$ cat config.mk
export PLATFORM = sky130hd
export DESIGN_NAME = adc_host_seq
export DESIGN_NICKNAME = d
export VERILOG_FILES = /design/src/rtl/ahs_pkg.sv /design/src/rtl/ahs_offset_prep.sv /design/src/rtl/ahs_timer.sv /design/src/rtl/adc_host_seq.sv
export SDC_FILE = /design/constraint.sdc
export NUM_CORES = 1
export LEC_CHECK = 0
export BUFFER_PORTS_ARGS = -buffer_cell sky130_fd_sc_hd__buf_2
export CAP_MARGIN = 20
export CELL_PAD_IN_SITES_DETAIL_PLACEMENT = 0
export CELL_PAD_IN_SITES_GLOBAL_PLACEMENT = 1
export CORE_ASPECT_RATIO = 1.5
export CORE_UTILIZATION = 40
export CTS_CLUSTER_SIZE = 10
export DETAILED_ROUTE_END_ITERATION = 16
export GPL_TIMING_DRIVEN = 0
export PLACE_DENSITY_LB_ADDON = 0.08
export SYNTH_ARGS = -nofsm -noshare
export SYNTH_HDL_FRONTEND = slang
export SYNTH_SLANG_ARGS = --single-unit
$ cat constraint.sdc
create_clock -name clk -period 5.22 [get_ports clk]
set_clock_uncertainty 0.2 [all_clocks]
set_input_delay 0 -clock clk [delete_from_list [all_inputs] [get_ports clk]]
set_output_delay 0 -clock clk [all_outputs]
set_load 0.05 [all_outputs]
$ cat src/rtl/ahs_pkg.sv
// Shared types and constants for the parallel ADC host sequencer.
// Assumes a 15-bit converter bus: 14 result bits plus an overrange bit.
package ahs_pkg;
    localparam int DQ_W  = 15;
    localparam int RES_W = 14;
    localparam int OFS_W = 12;

    typedef enum logic [2:0] {
        S_IDLE,
        S_START,
        S_WAIT,
        S_READ,
        S_WRITE,
        S_QUIET
    } ahs_state_t;

    function automatic int imax(input int a, input int b);
        return (a > b) ? a : b;
    endfunction
endpackage

$ cat src/rtl/ahs_offset_prep.sv
// Saturates a signed offset request to +/-LIMIT and packs it into the
// bus word: zero upper bits, 12-bit two's complement below.
// Assumes LIMIT fits in OFS_W-bit two's complement.
module ahs_offset_prep
    import ahs_pkg::*;
#(
    parameter int IN_W  = 16,
    parameter int LIMIT = 1310
) (
    input  logic signed [IN_W-1:0] raw,
    output logic [DQ_W-1:0]        word,
    output logic                   clamped
);
    localparam logic signed [IN_W-1:0] LIM_P = IN_W'(LIMIT);
    localparam logic signed [IN_W-1:0] LIM_N = -LIM_P;

    logic signed [IN_W-1:0] sat;

    // Saturate to the legal range and flag when it happened.
    always_comb begin
        clamped = 1'b1;
        if (raw > LIM_P)      sat = LIM_P;
        else if (raw < LIM_N) sat = LIM_N;
        else begin
            sat     = raw;
            clamped = 1'b0;
        end
        word = {{(DQ_W-OFS_W){1'b0}}, sat[OFS_W-1:0]};
    end
endmodule

$ cat src/rtl/ahs_timer.sv
// Down counter used to time every sequencer phase.
// Assumes the caller loads (length - 1) on the first cycle of a phase.
module ahs_timer #(
    parameter int W = 8
) (
    input  logic         clk,
    input  logic         rst_n,
    input  logic         load,
    input  logic [W-1:0] load_val,
    output logic         zero
);
    logic [W-1:0] cnt;

    // Load on phase entry, otherwise count down and stop at zero.
    always_ff @(posedge clk) begin
        if (!rst_n)          cnt <= '0;
        else if (load)       cnt <= load_val;
        else if (cnt != '0)  cnt <= cnt - 1'b1;
    end

    assign zero = (cnt == '0);
endmodule

$ cat src/rtl/adc_host_seq.sv
// Host sequencer for a parallel-bus SAR converter: start pulse, busy
// handshake, read strobe, offset write between conversions, quiet gap.
// Assumes adc_busy is synchronous to clk. All T_* parameters are >= 1.
module adc_host_seq
    import ahs_pkg::*;
#(
    parameter int T_START   = 3,
    parameter int T_RD      = 4,
    parameter int T_WR      = 3,
    parameter int T_QUIET   = 5,
    parameter int T_TIMEOUT = 64,
    parameter int OFS_IN_W  = 16,
    parameter int OFS_LIMIT = 1310
) (
    input  logic                       clk,
    input  logic                       rst_n,
    input  logic                       conv_req,
    input  logic                       cont_mode,
    input  logic                       ofs_req,
    input  logic signed [OFS_IN_W-1:0] ofs_value,
    output logic                       smp_valid,
    output logic [13:0]                smp_data,
    output logic                       smp_ovr,
    output logic                       ofs_clamped,
    output logic                       busy_timeout,
    output logic                       adc_convst_n,
    output logic                       adc_cs_n,
    output logic                       adc_rd_n,
    output logic                       adc_wr_n,
    input  logic                       adc_busy,
    input  logic [14:0]                adc_dq_i,
    output logic [14:0]                adc_dq_o,
    output logic                       adc_dq_oe
);
    localparam int T_MAX = imax(imax(imax(T_START, T_RD), imax(T_WR, T_QUIET)), T_TIMEOUT);
    localparam int CNT_W = $clog2(T_MAX + 1);

    ahs_state_t       st, st_nxt;
    logic             tz, t_load;
    logic [CNT_W-1:0] t_val;
    logic             ofs_pend, conv_pend, seen_low, to_hit;
    logic [DQ_W-1:0]  prep_word, pend_word, wr_word;
    logic             prep_clamped;

    ahs_offset_prep #(.IN_W(OFS_IN_W), .LIMIT(OFS_LIMIT)) u_prep (
        .raw     (ofs_value),
        .word    (prep_word),
        .clamped (prep_clamped)
    );

    ahs_timer #(.W(CNT_W)) u_timer (
        .clk      (clk),
        .rst_n    (rst_n),
        .load     (t_load),
        .load_val (t_val),
        .zero     (tz)
    );

    // Next phase: pending offset writes win over new conversions.
    always_comb begin
        st_nxt = st;
        to_hit = 1'b0;
        case (st)
            S_IDLE:  if (ofs_pend) st_nxt = S_WRITE;
                     else if (conv_pend || cont_mode) st_nxt = S_START;
            S_START: if (tz) st_nxt = S_WAIT;
            S_WAIT:  if (seen_low && adc_busy) st_nxt = S_READ;
                     else if (tz) begin
                         st_nxt = S_QUIET;
                         to_hit = 1'b1;
                     end
            S_READ:  if (tz) st_nxt = S_QUIET;
            S_WRITE: if (tz) st_nxt = S_QUIET;
            S_QUIET: if (tz) st_nxt = S_IDLE;
            default: st_nxt = S_IDLE;
        endcase
    end

    // Timer reload value for the phase being entered.
    always_comb begin
        t_load = (st_nxt != st);
        case (st_nxt)
            S_START: t_val = CNT_W'(T_START - 1);
            S_WAIT:  t_val = CNT_W'(T_TIMEOUT - 1);
            S_READ:  t_val = CNT_W'(T_RD - 1);
            S_WRITE: t_val = CNT_W'(T_WR - 1);
            S_QUIET: t_val = CNT_W'(T_QUIET - 1);
            default: t_val = '0;
        endcase
    end

    // Phase register.
    always_ff @(posedge clk) begin
        if (!rst_n) st <= S_IDLE;
        else        st <= st_nxt;
    end

    // Hold offset requests until the bus is free between conversions.
    always_ff @(posedge clk) begin
        if (!rst_n) begin
            ofs_pend  <= 1'b0;
            pend_word <= '0;
        end else if (ofs_req) begin
            ofs_pend  <= 1'b1;
            pend_word <= prep_word;
        end else if (st == S_IDLE && st_nxt == S_WRITE) begin
            ofs_pend  <= 1'b0;
        end
    end

    // Freeze the word that is driven for the whole write strobe.
    always_ff @(posedge clk) begin
        if (!rst_n)                                   wr_word <= '0;
        else if (st == S_IDLE && st_nxt == S_WRITE)   wr_word <= pend_word;
    end

    // Remember a single conversion request until it starts.
    always_ff @(posedge clk) begin
        if (!rst_n)                                 conv_pend <= 1'b0;
        else if (conv_req)                          conv_pend <= 1'b1;
        else if (st == S_IDLE && st_nxt == S_START) conv_pend <= 1'b0;
    end

    // Track the low half of the busy handshake.
    always_ff @(posedge clk) begin
        if (!rst_n || st == S_IDLE)                       seen_low <= 1'b0;
        else if ((st == S_START || st == S_WAIT) && !adc_busy) seen_low <= 1'b1;
    end

    // Capture the result in the last read cycle and report it.
    always_ff @(posedge clk) begin
        if (!rst_n) begin
            smp_valid <= 1'b0;
            smp_data  <= '0;
            smp_ovr   <= 1'b0;
        end else begin
            smp_valid <= (st == S_READ) && tz;
            if (st == S_READ && tz) begin
                smp_data <= adc_dq_i[RES_W-1:0];
                smp_ovr  <= adc_dq_i[RES_W];
            end
        end
    end

    // One-cycle flags for saturation and busy timeout.
    always_ff @(posedge clk) begin
        if (!rst_n) begin
            ofs_clamped  <= 1'b0;
            busy_timeout <= 1'b0;
        end else begin
            ofs_clamped  <= ofs_req && prep_clamped;
            busy_timeout <= to_hit;
        end
    end

    assign adc_convst_n = (st != S_START);
    assign adc_cs_n     = !(st == S_READ || st == S_WRITE);
    assign adc_rd_n     = (st != S_READ);
    assign adc_wr_n     = (st != S_WRITE);
    assign adc_dq_oe    = (st == S_WRITE);
    assign adc_dq_o     = adc_dq_oe ? wr_word : '0;
endmodule

==> impl_results.md <==
- Status: finished, final reports clean
- Area of the multi-input gates: 1300 sq um
- Peak VDD IR: 279 uV
- Crit-path leading delay family: buffers and inverters
- Worst path most repeated cell: dlygate4sd3_1
- Max-slew violation count: 0
- Fill count: 604
- PwrDens: 412 nW/um^2
- Die width: 66.9 um
- Main synth FF type: dfxtp_1
- Top cells by area, synth: dfxtp_1, nand2_1, a21oi_1
- Min Tclk post-route: 2780 ps
- Initial antenna violation count: 0
- CTS Buf Count: 5
- FF/Latch Area: 1100 sq um
- Slew headroom: 0.621
- CTS tree: done
- Number of synthesized flops with an enable pin: 0
- Pleak: 1.43 nW
- Clk_lat worst skew: 310 ps
- Largest stage delay, worst path: 570 ps
- Final Total Pwr: 0.00143 W
- CP Cell Sequence: dlygate4sd3_1 -> buf_2 -> nor3_1 -> o21ai_0 -> a211o_1 -> a21oi_1 -> dlygate4sd3_1 -> o21ai_0 -> dlygate4sd3_1
- Setup Buffers After CTS: 0
- Synth cell types: 58
- Total track usage: 0.204
- Commonest non-fill, non-tap cell in the layout: buf_2
- Deepest clock path buffer count: 2
- Mapped Area: 2530 sq um
- Slowest-stage cell, CP: dlygate4sd3_1
- #FFs+latches synth: 55
- Placement Rows: 35
- Most frequent cells in the layout: buf_2, nand2_1, dfxtp_1
- GPL Wtd Cong: 0.762
- Diode count: 0
- Top-area cell type share of the netlist area: 0.435
- Routed WL: 6460 um
- R2R cell count: 9
- CP Data Arrival Time: 2790 ps
- GR Overflow Total: 0
- Crit path depth: 9
- Root Driver: clkbuf_8
- PostCTS Resize Cnt: 0
- Worst hold path type: primary input to register
- DRC viols: 0
- First-pass GRT wire length: 10,500 um
- Placed cells: 456
- # setup viols final: 0
- DP HPWL: 4580 um
- Top-Level Pins: 75
- Hold depth: 4
- Vias in the first global route: 2,357
- Worst-path clk slew: 100 ps
- DRT Pass-1 Iters: 4
- RSZ-0062 raised after global routing: no
- Via count: 2,509
- Sequential-to-total area share from yosys stat: 0.435
- Largest net degree at the start of global routing: 16
- IO Port Bufs: 69
- Mapped Cells: 311
- Die area: 6650 sq um
- Final non-filler cell total: 502
- Layout cells sized above 1: 0.236
- Layout area overhead: 37.1%
- Worst Tran Pin Value: 568 ps
- Element type at the critical path end: register
- Setup TNS: 0 ps
- CP bufs+invs: 4
- Final period util: 0.533
- Final hold violations: 0
- F_max: 359 MHz
- Core area: 6130 sq um
- Via density: 5.00
- Per-cell routed wire length: 12.9 um
- Largest area contributor in the synthesized netlist: dfxtp_1
- Max FO, Critical Path: 6
- Post-DRT Antenna Nets: 0
- DR iter-0 viols: 67
- Share of flip-flops with an asynchronous set or reset: 0
- Sink Count: 55
- Starting Density: 0.413
- Die Ht: 99.4 um
- Mean area per synthesized cell: 8.13 sq um
- Total number of yosys warnings: 0
- # H-tree levels: 2
- CP Class: primary input to register
- Critical path data required time: 5220 ps
- Fin nets: 466
- Max Cap Viol: 0
- Kind of start point of the critical path: primary input
state kept, by name (all words and copies together), names as in the netlist:
register	cells
smp_valid	1
st	3
u_timer.cnt	7
pend_word	12
busy_timeout	1
seen_low	1
conv_pend	1
smp_ovr	1
wr_word	12
smp_data	14
ofs_clamped	1
ofs_pend	1
stage by stage:
step | hold slack, ps | cell area [sq um] | worst slack, ps | util
6_report | 10.3 | 3470 | 2440 | 0.566
5_1_grt | 63.8 | 3470 | 2310 | 0.566
3_5_place_dp | 29.3 | 2980 | 2780 | 0.485
4_1_cts | 3.63 | 3470 | 2470 | 0.566
3_3_place_gp | 11.5 | 2980 | 2840 | 0.485
2_1_floorplan | -82.6 | 2540 | 3160 | -
path summary, 6_finish.rpt:
check,from,to,slack [ps]
max,ofs_value[7],pend_word[2],2440
min,cont_mode,conv_pend,10
max reg2reg,u_timer.cnt[0],smp_data[1],2790
min reg2reg,pend_word[1],wr_word[1],250
tightest hold or removal path: stages:
cell and delay (ps):
buf_2 80, o211ai_1 170, a21oi_1 190, nor2_1 50
Yosys cell counts, types with 2 or more instances:
master    instances
and2_1           14
o22ai_1           2
nor3_1            3
a31oi_1           2
o21a_1            3
xnor2_1           6
o211ai_1          2
buf_4             5
clkbuf_1         10
nor2b_1           2
nand3b_1          9
nor3b_1           2
a21oi_1          40
inv_1             9
buf_2             4
nand3_1           6
o21ai_0           7
nor4_1            3
nand4_1           2
dfxtp_1          55
nor2_1           21
nand2_1          63
o31ai_1           4
a211oi_1          2
and4_1            2
layer usage:
metal / vias up / wire length, um / global-route usage
met5: - / 0 / 0
met4: 0 / 67 / 0.0556
met3: 7 / 254 / 0.0344
met2: 70 / 3120 / 0.370
met1: 1138 / 3020 / 0.241
li1: 1294 / - / -
cell type report:
class / instances / area share
inverter: 9 / 0.00974
tap: 74 / 0.0267
multi-input combinational: 229 / 0.376
clock inverter: 1 / 0.00866
timing repair buffer: 108 / 0.212
clock buffer: 6 / 0.0209
buffer: 20 / 0.0285
sequential: 55 / 0.317
power by group:
| part | switching (W) | internal, W |
|---|---|---|
| registers | 0.0000452 | 0.000465 |
| clock network | 0.000136 | 0.000141 |
| logic | 0.000385 | 0.000257 |
| total | 0.000567 | 0.000863 |
logic make-up (layout without fill, tap and decap cells):
logic type,count (synthesis),in the layout,share of synthesized area
other,1,3,0.00148
muxes,1,1,0.00396
xor gates and xnor gates,6,6,0.0208
AOI/OAI and AO/OA,78,78,0.198
and+or+nand+nor,140,140,0.283
DFF,55,55,0.435
buffers and inverters,29,144,0.0524
adders and majority gates,1,1,0.00494
what timing repair did:
action	in CTS	in global routing
hold buffers	39	0
setup endpoints to repair	0	0
hold endpoints to repair	31	0
Power figures use the tool's default switching activity.
